<file path="config.mk">
export PLATFORM = sky130hd
export DESIGN_NAME = addr_cfg_writer
export DESIGN_NICKNAME = d
export VERILOG_FILES = /design/src/rtl/addr_cfg_pkg.sv /design/src/rtl/addr_cfg_decoder.sv /design/src/rtl/addr_cfg_store.sv /design/src/rtl/addr_cfg_readmux.sv /design/src/rtl/addr_cfg_writer.sv
export SDC_FILE = /design/constraint.sdc
export NUM_CORES = 1
export LEC_CHECK = 0
export CAP_MARGIN = 20
export CORE_ASPECT_RATIO = 1.4
export CORE_MARGIN = 5
export CORE_UTILIZATION = 30
export DETAILED_ROUTE_END_ITERATION = 8
export DONT_BUFFER_PORTS = 1
export MAX_ROUTING_LAYER = met4
export PLACE_DENSITY = 0.53
export SYNTH_ARGS = -nofsm -noshare
export SYNTH_HDL_FRONTEND = slang
export SYNTH_SLANG_ARGS = --single-unit
</file>
<file path="constraint.sdc">
create_clock -name clk -period 1.4 [get_ports clk]
set_clock_uncertainty 0.1 [all_clocks]
set_input_delay 0.14 -clock clk [delete_from_list [all_inputs] [get_ports clk]]
set_output_delay 0.14 -clock clk [all_outputs]
set_load 0.005 [all_outputs]
</file>
<file path="src/rtl/addr_cfg_pkg.sv">
// Package: shared opcodes and types for the address-encoded configuration writer.
// Assumes opcodes sit in the low byte of the write data.
package addr_cfg_pkg;

    localparam int OP_W = 8;

    localparam logic [OP_W-1:0] OP_SETUP   = 8'h60;
    localparam logic [OP_W-1:0] OP_CONFIRM = 8'h03;
    localparam logic [OP_W-1:0] OP_SIGREAD = 8'h90;
    localparam logic [OP_W-1:0] OP_ARRAY   = 8'hFF;

    typedef enum logic {
        MODE_ARRAY = 1'b0,
        MODE_SIG   = 1'b1
    } rmode_t;

    typedef enum logic {
        ST_IDLE = 1'b0,
        ST_PEND = 1'b1
    } cmd_state_t;

endpackage

</file>
<file path="src/rtl/addr_cfg_decoder.sv">
// Module: addr_cfg_decoder
// Decodes bus-write opcodes. It tracks the two-write load sequence and the read mode.
// It raises cap_en on a valid confirming write and presents the address-encoded value.
// Assumes one write per wr_en cycle and the opcode in wr_data[7:0].
module addr_cfg_decoder
    import addr_cfg_pkg::*;
#(
    parameter int ADDR_W = 24,
    parameter int DATA_W = 16,
    parameter int CFG_W  = 16
) (
    input  logic              clk,
    input  logic              rst_n,
    input  logic              wr_en,
    input  logic [ADDR_W-1:0] wr_addr,
    input  logic [DATA_W-1:0] wr_data,
    output logic              cap_en,
    output logic [CFG_W-1:0]  cap_val,
    output rmode_t            mode
);

    cmd_state_t      state;
    logic [OP_W-1:0] opcode;

    // Take the opcode from the low byte of the data bus.
    assign opcode = wr_data[OP_W-1:0];

    // Signal a load only for a confirm that follows a setup.
    always_comb begin
        cap_en  = wr_en && (state == ST_PEND) && (opcode == OP_CONFIRM);
        cap_val = wr_addr[CFG_W-1:0];
    end

    // Advance the command sequence and the read mode on each write.
    always_ff @(posedge clk) begin
        if (!rst_n) begin
            state <= ST_IDLE;
            mode  <= MODE_ARRAY;
        end else if (wr_en) begin
            if (state == ST_PEND) begin
                state <= ST_IDLE;
                mode  <= MODE_ARRAY;
            end else begin
                case (opcode)
                    OP_SETUP: begin
                        state <= ST_PEND;
                        mode  <= MODE_ARRAY;
                    end
                    OP_SIGREAD: mode <= MODE_SIG;
                    OP_ARRAY:   mode <= MODE_ARRAY;
                    default:    mode <= mode;
                endcase
            end
        end
    end

    AST_PEND_EXITS_TO_ARRAY: assert property (@(posedge clk) disable iff (!rst_n)
        (state == ST_PEND && wr_en) |=> (state == ST_IDLE && mode == MODE_ARRAY));

    AST_SIG_ENTRY: assert property (@(posedge clk) disable iff (!rst_n)
        (state == ST_IDLE && wr_en && opcode == OP_SIGREAD) |=> (mode == MODE_SIG));

endmodule

</file>
<file path="src/rtl/addr_cfg_store.sv">
// Module: addr_cfg_store
// Holds the configuration register. It loads the captured value on cap_en.
// Assumes cap_en comes from the decoder and lasts one cycle per load.
module addr_cfg_store #(
    parameter int          CFG_W     = 16,
    parameter logic [15:0] CFG_RESET = 16'hB5CF
) (
    input  logic             clk,
    input  logic             rst_n,
    input  logic             cap_en,
    input  logic [CFG_W-1:0] cap_val,
    output logic [CFG_W-1:0] cfg_q
);

    // Load a new value on capture and hold it otherwise.
    always_ff @(posedge clk) begin
        if (!rst_n)
            cfg_q <= CFG_RESET[CFG_W-1:0];
        else if (cap_en)
            cfg_q <= cap_val;
    end

    AST_CFG_ONLY_ON_CAPTURE: assert property (@(posedge clk) disable iff (!rst_n)
        !$stable(cfg_q) |-> $past(cap_en));

    AST_CFG_LOADS_VALUE: assert property (@(posedge clk) disable iff (!rst_n)
        cap_en |=> (cfg_q == $past(cap_val)));

endmodule

</file>
<file path="src/rtl/addr_cfg_readmux.sv">
// Module: addr_cfg_readmux
// Registered read path. In array mode it returns array data. In signature mode
// it returns the register at one fixed word offset and zero at every other offset.
// Assumes arr_data is valid in the cycle of rd_en.
module addr_cfg_readmux
    import addr_cfg_pkg::*;
#(
    parameter int ADDR_W  = 24,
    parameter int DATA_W  = 16,
    parameter int CFG_W   = 16,
    parameter int SIG_W   = 8,
    parameter int CFG_OFS = 5
) (
    input  logic              clk,
    input  logic              rst_n,
    input  logic              rd_en,
    input  logic [ADDR_W-1:0] rd_addr,
    input  logic [DATA_W-1:0] arr_data,
    input  logic [CFG_W-1:0]  cfg_q,
    input  rmode_t            mode,
    output logic [DATA_W-1:0] rd_data
);

    localparam logic [SIG_W-1:0] OFS_CODE = SIG_W'(CFG_OFS);

    logic [DATA_W-1:0] next_word;
    logic              ofs_hit;

    // Pick the word that the current mode and offset select.
    always_comb begin
        ofs_hit = (rd_addr[SIG_W-1:0] == OFS_CODE);
        if (mode == MODE_ARRAY)
            next_word = arr_data;
        else if (ofs_hit)
            next_word = DATA_W'(cfg_q);
        else
            next_word = '0;
    end

    // Update the output only on a read strobe.
    always_ff @(posedge clk) begin
        if (!rst_n)
            rd_data <= '0;
        else if (rd_en)
            rd_data <= next_word;
    end

    AST_RD_HOLD: assert property (@(posedge clk) disable iff (!rst_n)
        !rd_en |=> $stable(rd_data));

    AST_ARRAY_PASS: assert property (@(posedge clk) disable iff (!rst_n)
        (rd_en && mode == MODE_ARRAY) |=> (rd_data == $past(arr_data)));

    AST_SIG_CFG_WORD: assert property (@(posedge clk) disable iff (!rst_n)
        (rd_en && mode == MODE_SIG && rd_addr[SIG_W-1:0] == OFS_CODE)
        |=> (rd_data == DATA_W'($past(cfg_q))));

endmodule

</file>
<file path="src/rtl/addr_cfg_writer.sv">
// Module: addr_cfg_writer (top)
// Command-interface slice that loads the configuration register from the address
// lines through a setup/confirm write pair and serves reads in array or signature mode.
// Assumes synchronous single-cycle bus strobes and an active-low synchronous reset.
module addr_cfg_writer
    import addr_cfg_pkg::*;
#(
    parameter int          ADDR_W    = 24,
    parameter int          DATA_W    = 16,
    parameter int          CFG_W     = 16,
    parameter int          SIG_W     = 8,
    parameter int          CFG_OFS   = 5,
    parameter logic [15:0] CFG_RESET = 16'hB5CF
) (
    input  logic              clk,
    input  logic              rst_n,
    input  logic              wr_en,
    input  logic [ADDR_W-1:0] wr_addr,
    input  logic [DATA_W-1:0] wr_data,
    input  logic              rd_en,
    input  logic [ADDR_W-1:0] rd_addr,
    input  logic [DATA_W-1:0] arr_data,
    output logic [DATA_W-1:0] rd_data
);

    logic             cap_en;
    logic [CFG_W-1:0] cap_val;
    logic [CFG_W-1:0] cfg_q;
    rmode_t           mode;

    addr_cfg_decoder #(
        .ADDR_W (ADDR_W),
        .DATA_W (DATA_W),
        .CFG_W  (CFG_W)
    ) u_dec (
        .clk     (clk),
        .rst_n   (rst_n),
        .wr_en   (wr_en),
        .wr_addr (wr_addr),
        .wr_data (wr_data),
        .cap_en  (cap_en),
        .cap_val (cap_val),
        .mode    (mode)
    );

    addr_cfg_store #(
        .CFG_W     (CFG_W),
        .CFG_RESET (CFG_RESET)
    ) u_store (
        .clk     (clk),
        .rst_n   (rst_n),
        .cap_en  (cap_en),
        .cap_val (cap_val),
        .cfg_q   (cfg_q)
    );

    addr_cfg_readmux #(
        .ADDR_W  (ADDR_W),
        .DATA_W  (DATA_W),
        .CFG_W   (CFG_W),
        .SIG_W   (SIG_W),
        .CFG_OFS (CFG_OFS)
    ) u_rmux (
        .clk      (clk),
        .rst_n    (rst_n),
        .rd_en    (rd_en),
        .rd_addr  (rd_addr),
        .arr_data (arr_data),
        .cfg_q    (cfg_q),
        .mode     (mode),
        .rd_data  (rd_data)
    );

    AST_LOAD_FROM_ADDR: assert property (@(posedge clk) disable iff (!rst_n)
        cap_en |=> (cfg_q == $past(wr_addr[CFG_W-1:0])));

    AST_LOAD_LEAVES_ARRAY: assert property (@(posedge clk) disable iff (!rst_n)
        cap_en |=> (mode == MODE_ARRAY));

endmodule

</file>
# Word-level counts from Yosys, hierarchy flattened
# Index checks and enable logic that the tools add are counted.
[totals]
elab_cells = 20
reg_bits = 34
in_bits = 84
out_inout_bits = 16
[classes]
n_mux = 6
eq_ne = 5
n_reduce_logical = 5
[op_table]
columns = ["operator", "count"]
rows = [
  ["2-to-1 mux 16 bit", 2],
  ["equality test 8 bit (second input constant)", 2],
  ["equality test 8 x 2 -> 1 bit (second input constant)", 1],
  ["equality test 8 x 3 -> 1 bit (second input constant)", 1],
  ["equality test 8 x 7 -> 1 bit (second input constant)", 1],
  ["2-to-1 mux 1 bit", 3],
  ["nonzero test 3 bit", 1],
  ["logical AND 1 bit", 2],
  ["one-hot mux 1 bit (2 select lines)", 1],
  ["AND reduction 2 bit", 1],
  ["OR reduction 2 bit", 1],
]

# Longest topological paths before layout
# Gate-level depths: netlist (run 1).
[depth]
depth_word = 4
mapped_depth = 6
ltp_nobuf = 4

# Modules after synthesis
# Synthesis (run 1) repeated with hierarchy kept, for this count alone.
[hier_totals]
cells_unflattened = 198
area_unflattened_um2 = 1818.0
[by_module_without_submodules]
columns = ["mod", "cells_each", "n_inst", "area_per_inst_um2", "seq_area_each_um2"]
rows = [
  ["addr_cfg_readmux", 110, 1, 935.9, 320.3],
  ["addr_cfg_store", 51, 1, 588.1, 320.3],
  ["addr_cfg_decoder", 37, 1, 294.0, 40.0],
]

# Worst setup path after synthesis (run 1)
# OpenSTA, ideal clock, no wires.
[synth_timing]
path_type = "register to register"
from = "register u_dec.mode"
to = "register u_rmux.rd_data[10]"
arrival_time_ns = 0.994
path_buffers = 2
slack_ns = 0.174
period_less_slack_ns = 1.226
required_ns = 1.168
path_stages_with_launch = 6
setup_time_ns = 0.132
cell_sequence = "dfxtp_1 and4_1 buf_4 buf_4 a21oi_1 a21oi_1"
[synth_between]
elab_chain_len = 1
[synth_rtl]
columns = ["item", "line_no", "source"]
rows = [
  ["start, declared", "addr_cfg_decoder.sv:19", "output rmode_t mode"],
  ["start signal, assigned", "addr_cfg_decoder.sv:51", "default: mode <= mode;"],
  ["2-to-1 mux 16 bit", "addr_cfg_readmux.sv:32", "if (mode == MODE_ARRAY)"],
  ["end signal, assigned", "addr_cfg_readmux.sv:45", "rd_data <= next_word;"],
  ["end, declared", "addr_cfg_readmux.sv:21", "output logic [DATA_W-1:0] rd_data"],
]
# No other way between the ends.
# A chain may end at the register's enable or synchronous reset.

# Final worst setup path (run 1)
[layout_timing]
from = "register u_dec.state"
to = "register u_store.cfg_q[4]"
[layout_between]
elab_chain_len = 2
[layout_rtl]
columns = ["item", "line_no", "source"]
rows = [
  ["start, declared", "addr_cfg_decoder.sv:22", "cmd_state_t state;"],
  ["start signal, assigned", "addr_cfg_decoder.sv:37", "state <= ST_IDLE;"],
  ["start signal, assigned", "addr_cfg_decoder.sv:41", "state <= ST_IDLE;"],
  ["start signal, assigned", "addr_cfg_decoder.sv:46", "state <= ST_PEND;"],
  ["logical AND 1 bit (2 in a row)", "addr_cfg_decoder.sv:30", "cap_en = wr_en && (state == ST_PEND) && (opcode == OP_CONFIRM);"],
  ["end signal, assigned", "addr_cfg_store.sv:18", "cfg_q <= CFG_RESET[CFG_W-1:0];"],
  ["end signal, assigned", "addr_cfg_store.sv:20", "cfg_q <= cap_val;"],
  ["end, declared", "addr_cfg_store.sv:12", "output logic [CFG_W-1:0] cfg_q"],
]
# No other way between the ends.

==> flow_metrics.tcl, run 1 <==
set metrics [dict create \
    status "finished with violations" \
    violations "negative hold slack" \
    dr_total_vias 1325 \
    io_pins 100 \
    clockBufferDepth 2 \
    critPathLaunchType "flip-flop" \
    cts_setup_buffers 0 \
    synth_flop_cell "dfxtp_1" \
    core-area_um2 4800 \
    setup-violations-final 0 \
    cts_resized 0 \
    final_cell_area_um2 1810 \
    drive_gt1_frac 0.0905 \
    powerDensity_nw_per_um2 1050 \
    place_area_um2 1530 \
    cts_buffers 5 \
    r2r_end "u_store.cfg_q[4]" \
    antenna_left 0 \
    grt_max_degree 35 \
    crit_chain "and4_1 -> buf_4 -> nand2_1 -> a21boi_1" \
    drt-wirelength-per-cell_um 14.7 \
    num_antenna_cells 0 \
    syn_inst 178 \
    path_clk_slew_ns 0.07 \
    syn-num-nets 262 \
    ctsHoldBuffers 4 \
    synthDistinctLibCells 23 \
    drt-initial-drc-count 63 \
    synthTopCellsByArea "dfxtp_1 47%, a21oi_1 11%, nand2_1 8.2%" \
    p_clk_frac 0.390 \
    synth_top_cell_area_share 0.466 \
    ff2ff_path_depth 4 \
    timing.rr.start "u_dec.state" \
    holdWs_ns -0.156 \
    drt_pass1_iterations 4 \
    clock.fmax_mhz 842 \
    ys_ff_latch 34 \
    grt_use_total 0.133 \
    rows 30 \
    comb_power_share 0.070 \
    maxSlewViolCount 0 \
    regToRegSetupSlack_ns 0.21 \
    period_needed_ns 1.19 \
    final_hold_viol_count 16 \
    intPower_uw 1480 \
    numClockSinks 34 \
    drc 0 \
    worstSetupPathDepth 4 \
    p_sw_frac 0.220 \
    setup_tns_ns 0 \
    yosys_warnings 0 \
    grt_pass1_wl_um 6180 \
    grt.overflow.total 0 \
    seqPwrFrac 0.540 \
    clock_latency_ns 0.28 \
    critPathTopFamily "flip-flops" \
    seq_area_frac_synth 0.466 \
    fp.dieH_um 92.5 \
    instances_no_fill 263 \
    multiInputGateArea_um2 714 \
    peakVddDrop_uv 693 \
    grt_pass1_vias 1272 \
    hp-start "rd_en" \
    yosys.area.top_type "dfxtp_1" \
    gp_congestion 0.719 \
    critPathArrivalTime_ns 1.30 \
    antenna_found_initial 0 \
    nFillCells 530 \
    rsz0062_at_grt "false" \
    portBuffers 0 \
    synth_common_cells "34 x dfxtp_1, 32 x a21oi_1, 32 x nand2_1" \
    hold_path_depth 1 \
    async_flop_share 0 \
    area_delta_synth_final_pct 23.9 \
    cp_num_buf_inv 1 \
    clockRootBuffer "clkbuf_8" \
    worstSetupEndpointType "flip-flop" \
    avgSynthCellArea_um2 8.20 \
    cap_violations 0 \
    die_area_um2 6380 \
    slowest_stage "dfxtp_1" \
    seqCellArea_um2 681 \
    slowest_delay_ns 0.40 \
    drt_wl_total_um 3870 \
    initial_core_util 0.304 \
    crit_required_ns 1.51 \
    p_leak_uw 0.000751 \
    synth_most_common_cell "dfxtp_1" \
    final_util 0.377 \
    routed_via_density 5.04 \
    tritoncts "built" \
    mappedNetlistArea_um2 1460 \
    fp.dieW_um 69.0 \
    synth_edf_count 0 \
    p_switching_uw 417 \
    fin_nets 282 \
    tightestPinTransition_ns 0.344 \
    hold_path.class "in -> reg" \
    crit_path_max_fanout 7 \
    crit_type "reg -> reg" \
    slew_headroom 0.769 \
    htreeDepth 2 \
    place_hpwl_um 2730 \
    hold_end "u_rmux.rd_data[14]" \
    post-route-period-util 0.849 \
    placedCellCount 237 \
]
-- per-layer routing --
metal / vias up / track usage / part of all wire
li1: 661 / - / -
met1: 613 / 0.170 / 0.42
met2: 46 / 0.196 / 0.48
met3: 5 / 0.0316 / 0.071
met4: 0 / 0.0602 / 0.021
met5: - / - / 0
-- cell usage in the layout, fill, tap and decap left out --
cell and n:
nor4bb_1 1, nand4_2 1, buf_4 7, and3_1 2
a21oi_1 32, a41o_1 2, nand4_1 2, a21boi_1 5
clkbuf_1 1, buf_12 1, nor2_1 5, xor2_1 1
nor2b_1 16, o21ai_0 17, clkinv_2 1, nand2_1 32
dfxtp_1 34, nor4_1 1, nand3_1 11, nor4bb_4 1
and4_1 2, clkbuf_8 6, dlygate4sd3_1 17, nor3b_2 1
-- worst register-to-register path: stages (launching register included) --
cell	delay (ns)
dfxtp_1	0.40
and4_1	0.24
buf_4	0.17
nand2_1	0.08
a21boi_1	0.13
-- how the worst max path moves through the flow --
stage / from / to
after floorplan: u_dec.mode / u_rmux.rd_data[10]
after global placement: wr_data[4] / u_store.cfg_q[4]
after detailed placement: wr_data[4] / u_store.cfg_q[4]
after CTS: u_dec.state / u_store.cfg_q[4]
after global routing: u_dec.state / u_store.cfg_q[4]
final: u_dec.state / u_store.cfg_q[4]
-- cell type report --
cell class,instances,share of cell area
Clock buffer,7,0.0477
Clock inverter,1,0.00277
Multi-Input combinational cell,132,0.395
Sequential cell,34,0.376
Tap cell,64,0.0443
Timing Repair Buffer,25,0.134
-- per-stage QoR --
step           hold slack, ns  power (uW)  setup slack [ns]
2_1_floorplan           0.164        1120             0.174
3_3_place_gp            0.117        1120             0.137
3_5_place_dp            0.121        1120             0.141
4_1_cts                -0.177        1880             0.195
5_1_grt                -0.167        1990            0.0980
6_report               -0.156        1890             0.212
-- kinds of logic (layout without fill, tap and decap cells) --
| group | Yosys count | count (layout) | share of synthesized area |
|---|---|---|---|
| buf+inv | 12 | 33 | 0.0446 |
| compound gates | 56 | 56 | 0.207 |
| flops | 34 | 34 | 0.466 |
| simple gates | 75 | 75 | 0.276 |
| xor+xnor | 1 | 1 | 0.00600 |
-- flip-flops by register name (all words and copies together) (netlist names) --
| register | count |
|---|---|
| u_rmux.rd_data | 16 |
| u_dec.mode | 1 |
| u_store.cfg_q | 16 |
| u_dec.state | 1 |
-- power by group through the flow --
stage / Combinational [uW] / Sequential [uW] / Clock (uW)
final: 134 / 1020 / 739
after CTS: 85.2 / 1020 / 769
after detailed placement: 74.9 / 1050 / 0
after floorplan: 84.5 / 1040 / 0
after global routing: 151 / 1030 / 812
after global placement: 74.2 / 1050 / 0
(Power assumes the default switching activity.)
==> run 2, diff against run 1 <==
clock period = 1.15 ns   (was 1.4 ns; I/O delays follow)
==> run 2 against run 1 <==
Against the previous run:
- the flow still finishes with violations (negative hold slack)
- non-clock buffer count fell by 8
- power is 19% higher
- clock power is 22% higher
- maximum frequency grew 7.2%
- highest routed layer unchanged
- sequential share of layout area up 0.23 points
- hold slack got worse by 0.036 ns
- largest cell class unchanged
- critical endpoint is now u_rmux.rd_data[6]
- sequential power up 22%
- critical path type unchanged
- design area increased by 0.48%
==> flow_metrics.tcl, run 2 (same netlist as run 1, synthesis figures left out) <==
set metrics [dict create \
    final_cell_area_um2 1820 \
    fin_ws_ns 0.0419 \
    portBuffers 0 \
    status "finished with violations" \
    setup_tns_ns 0 \
    hp-start "rd_en" \
    slowest_stage "dfxtp_4" \
    timing.rr.start "u_dec.mode" \
    crit_chain "and4_4 -> clkbuf_16 -> a21oi_2 -> a21oi_1" \
    grt_pass1_wl_um 6170 \
    hold_path_depth 1 \
    setup-violations-final 0 \
    core-area_um2 4800 \
    fp.dieW_um 69.0 \
    ff2ff_path_depth 4 \
    reg_top3 "u_rmux.rd_data: 16 flops, u_store.cfg_q: 16 flops" \
    final_hold_viol_count 34 \
    tightestPinTransition_ns 0.374 \
    regToRegSetupSlack_ns 0.04 \
    cts_buffers 5 \
    antenna_left 0 \
    drive_gt1_frac 0.209 \
    clock_latency_ns 0.27 \
    worstSetupEndpointType "flip-flop" \
    tritoncts "built" \
    crit_type "reg -> reg" \
    hold_end "u_rmux.rd_data[15]" \
    period_needed_ns 1.11 \
    nFillCells 537 \
    layout_common_cells "32 x nand2_1, 32 x dfxtp_1, 18 x a21oi_1, 17 x o21ai_0, 16 x nor2b_1" \
    path_clk_slew_ns 0.07 \
    cap_violations 0 \
    io_pins 100 \
    ctsHoldBuffers 5 \
    r2r_end "u_rmux.rd_data[6]" \
    crit_required_ns 1.27 \
    clockRootBuffer "clkbuf_8" \
    post-place-ws_ns -0.0767 \
    post-route-period-util 0.964 \
    numClockSinks 34 \
    slowest_delay_ns 0.35 \
    fin_nets 274 \
    die_area_um2 6380 \
    violations "negative hold slack" \
    htreeDepth 2 \
    initial_core_util 0.304 \
    drc 0 \
    clock.fmax_mhz 902 \
    slew_headroom 0.748 \
    hold_path.class "in -> reg" \
    rsz0062_at_grt "true" \
    critPathArrivalTime_ns 1.22 \
    drt-wirelength-per-cell_um 15.3 \
    cts_setup_buffers 0 \
    seqCellArea_um2 688 \
    rows 30 \
    finalPower_uw 2260 \
    drt-initial-drc-count 41 \
    final_util 0.378 \
    grt_use_total 0.132 \
    antenna_found_initial 0 \
    maxSlewViolCount 0 \
    peakVddDrop_uv 482 \
    area_delta_synth_final_pct 24.5 \
    crit_path_max_fanout 8 \
    fp.dieH_um 92.5 \
    drt_wl_total_um 3890 \
    critPathLaunchType "flip-flop" \
    grt_pass1_vias 1266 \
    grt.overflow.total 0 \
    drt_pass1_iterations 4 \
    place_hpwl_um 2750 \
    grt_max_degree 35 \
    multiInputGateArea_um2 781 \
    powerDensity_nw_per_um2 1240 \
    p_leak_uw 0.000738 \
    num_antenna_cells 0 \
    clockBufferDepth 2 \
    holdWs_ns -0.192 \
    dr_total_vias 1243 \
    place_area_um2 1610 \
    routed_via_density 4.87 \
    gp_congestion 0.717 \
]
-- run 2: cell count changes in the layout (fill, tap and decap cells not counted), moves of 2 or more --
cell           before  now
a21oi_1            32   18
a21oi_2             0   14
dlygate4sd3_1      17    5
and4_1              2    0
and4_4              0    2
buf_6               0    2
dfxtp_1            34   32
dfxtp_4             0    2
-- run 2: critical path: cells and delay by family, from the launching register on --
kind	cells	cell delay [ns]
AOI/OAI and AO/OA	2	0.17
and+or+nand+nor	1	0.25
buffers and inverters	1	0.17
DFF	1	0.35
-- run 2: report_power, final --
part / internal, uW / leakage (uW) / switching, uW / total (uW)
logic: 74.5 / 0.000410 / 47.0 / 121
registers: 1210 / 0.000280 / 27.9 / 1240
clock network: 483 / 0.0000482 / 415 / 898
total: 1770 / 0.000738 / 490 / 2260
-- run 2: timing repair --
item / 4_1_cts / 5_1_grt
setup endpoints to repair: 15 / 20
pin swaps: 0 / 13
cloned: 0 / 1
hold endpoints to repair: 34 / 34
resized for setup: 2 / 10
-- run 2: final cells by class --
type | instances | area share
Multi-Input combinational cell | 132 | 0.429
Sequential cell | 34 | 0.379
Timing Repair Buffer | 17 | 0.0977
Clock buffer | 7 | 0.0475
Tap cell | 64 | 0.0440
Clock inverter | 1 | 0.00275
-- run 2: through the flow --
stage,std cells,hold WS (ns)
4_1_cts,254,-0.203
6_report,255,-0.192
2_1_floorplan,178,0.139
3_5_place_dp,241,0.0975
5_1_grt,255,-0.201
3_3_place_gp,241,0.0931
-- run 2: routing by layer --
metal,share of wire,track usage
met1,0.44,0.165
met2,0.48,0.204
met3,0.065,0.0303
met4,0.013,0.0488
met5,0,-
-- run 2: worst max path at each step --
stage	cells past startpoint	endpoint	slack, ns	startpoint
6_report	4	u_rmux.rd_data[6]	0.04	u_dec.mode
3_3_place_gp	4	u_dec.mode	-0.07	wr_data[0]
2_1_floorplan	5	u_rmux.rd_data[10]	0.0004	u_dec.mode
5_1_grt	4	u_rmux.rd_data[8]	-0.009	u_dec.mode
4_1_cts	4	u_rmux.rd_data[0]	0.03	u_dec.mode
3_5_place_dp	4	u_dec.mode	-0.08	wr_data[0]
==> run 3, diff against run 2 <==
==> constraint.sdc (replaced) <==
create_clock -name clk -period 1.15 [get_ports clk]
set_clock_uncertainty 0.1 [all_clocks]
set_input_delay 0 -clock clk [delete_from_list [all_inputs] [get_ports clk]]
set_output_delay 0 -clock clk [all_outputs]
set_load 0.005 [all_outputs]
==> run 3 against run 2 <==
Against the previous run:
- the flow still finishes with violations (negative hold slack)
- sequential share of layout area fell by 5.3 points
- non-clock buffer count rose by 30
- critical path type unchanged
- design area rose by 16%
==> flow_metrics.tcl, run 3 (same netlist as run 1, synthesis figures left out) <==
set metrics [dict create \
    drt_pass1_iterations 3 \
    drt-wirelength-per-cell_um 14.8 \
    tightestPinTransition_ns 0.349 \
    drt-initial-drc-count 61 \
    critPathLaunchType "flip-flop" \
    intPower_uw 1850 \
    grt_use_met2 0.217 \
    rsz0062_at_grt "false" \
    clock_latency_ns 0.28 \
    fp.dieH_um 92.5 \
    timing.rr.start "u_dec.state" \
    cts_buffers 5 \
    reg_top3 "u_rmux.rd_data: 16 flops, u_store.cfg_q: 16 flops" \
    p_leak_uw 0.000863 \
    crit_path_max_fanout 16 \
    r2r_end "u_store.cfg_q[7]" \
    hold_path_depth 2 \
    final_util 0.439 \
    antenna_left 0 \
    post-place-ws_ns -0.0122 \
    post-route-period-util 0.940 \
    slowest_delay_ns 0.36 \
    fin_nets 304 \
    fp.dieW_um 69.0 \
    instances_no_fill 285 \
    holdWs_ns -0.0597 \
    grt_pass1_wl_um 6430 \
    ff2ff_path_depth 5 \
    crit_type "reg -> reg" \
    rows 30 \
    seqPwrFrac 0.515 \
    gp_congestion 0.728 \
    core-area_um2 4800 \
    num_antenna_cells 0 \
    setup-violations-final 0 \
    area_delta_synth_final_pct 44.3 \
    cts_setup_buffers 0 \
    worstSetupEndpointType "flip-flop" \
    tritoncts "built" \
    portBuffers 0 \
    violations "negative hold slack" \
    period_needed_ns 1.08 \
    fin_ws_ns 0.0687 \
    comb_power_share 0.102 \
    hp-start "wr_data[5]" \
    cap_violations 0 \
    layout_common_cells "37 x dlygate4sd3_1, 32 x nand2_1, 32 x dfxtp_1, 22 x a21oi_1, 17 x o21ai_0" \
    clockBufferDepth 2 \
    p_switching_uw 564 \
    use_met3 0.0364 \
    grt_max_degree 35 \
    crit_chain "buf_4 -> nand4_2 -> buf_6 -> nand2_1 -> nand3_1" \
    setup.worst_path.start "u_dec.state" \
    path_clk_slew_ns 0.07 \
    hold_end "u_dec.state" \
    grt-busiest-layer "met2" \
    drive_gt1_frac 0.158 \
    finalPower_uw 2420 \
    final_hold_viol_count 2 \
    routed_via_density 4.89 \
    final_common_cell "dlygate4sd3_1" \
    slowest_stage "dfxtp_2" \
    p_clk_frac 0.383 \
    met1_usage 0.163 \
    grt.overflow.total 0 \
    powerDensity_nw_per_um2 1150 \
    hold_path.class "in -> reg" \
    regToRegSetupSlack_ns 0.07 \
    numClockSinks 34 \
    grt_pass1_vias 1309 \
    antenna_found_initial 0 \
    grt_use_total 0.138 \
    peakVddDrop_uv 515 \
    critPathTopFamily "flip-flops" \
    placedCellCount 238 \
    dr_total_vias 1394 \
    die_area_um2 6380 \
    crit_required_ns 1.21 \
    io_pins 100 \
    drt_wl_total_um 4220 \
    cp_num_buf_inv 2 \
    htreeDepth 2 \
    p_sw_frac 0.234 \
    maxSlewViolCount 0 \
    initial_core_util 0.304 \
    slew_headroom 0.766 \
    clock.fmax_mhz 925 \
    place_hpwl_um 2770 \
    critPathArrivalTime_ns 1.15 \
    status "finished with violations" \
    clockRootBuffer "clkbuf_8" \
    drc 0 \
]
run 3: cell types whose count changed in the layout (fill, tap and decap cells not counted), moves of 2 or more:
cell	before	now
a21oi_1	18	22
a21oi_2	14	10
buf_12	1	3
buf_4	8	5
dlygate4sd3_1	5	37
run 3: power groups by stage:
stage / clock network (uW) / logic [uW] / registers, uW
floorplan: 0 / 109 / 1260
global route: 1040 / 276 / 1250
global placement: 0 / 96.6 / 1270
finish: 925 / 247 / 1240
CTS: 973 / 175 / 1240
detailed placement: 0 / 97.7 / 1270
run 3: how the worst max path moves through the flow:
stage	depth (start not counted)	to	slack [ns]
2_1_floorplan	5	u_rmux.rd_data[10]	0.0004
3_3_place_gp	4	u_store.cfg_q[5]	-0.002
3_5_place_dp	4	u_store.cfg_q[5]	-0.01
4_1_cts	4	u_rmux.rd_data[5]	0.003
5_1_grt	4	u_rmux.rd_data[5]	0.001
6_report	5	u_store.cfg_q[7]	0.07
run 3: worst register-to-register path, delay by kind of cell (launching register included):
kind	cells	cell delay (ns)
flops	1	0.36
buf+inv	2	0.29
simple gates	3	0.22
run 3: stage by stage:
stage	setup TNS [ns]	cell area (um^2)
detailed placement	-0.0191	1590
global route	0	2110
finish	0	2110
global placement	-0.00204	1590
floorplan	0	1510
CTS	0	1890
run 3: routing by layer:
layer	share of wire	vias up
li1	-	700
met1	0.41	647
met2	0.52	42
met3	0.060	5
met4	0.017	0
met5	0	-
run 3: repair_timing:
| action | in CTS | in global routing |
|---|---|---|
| resized for setup | 2 | 4 |
| endpoints found under the setup margin | 8 | 17 |
| pin swaps | 0 | 1 |
| hold endpoints to repair | 34 | 19 |
| hold buffers | 19 | 20 |
run 3: cell type report:
type	count	area (um^2)
fillers	497	2700
flip-flops and latches	34	686
multi-input cells	132	757
clock buffers	6	82.6
repair buffers	47	490
clock inverters	2	11.3
well taps	64	80.1
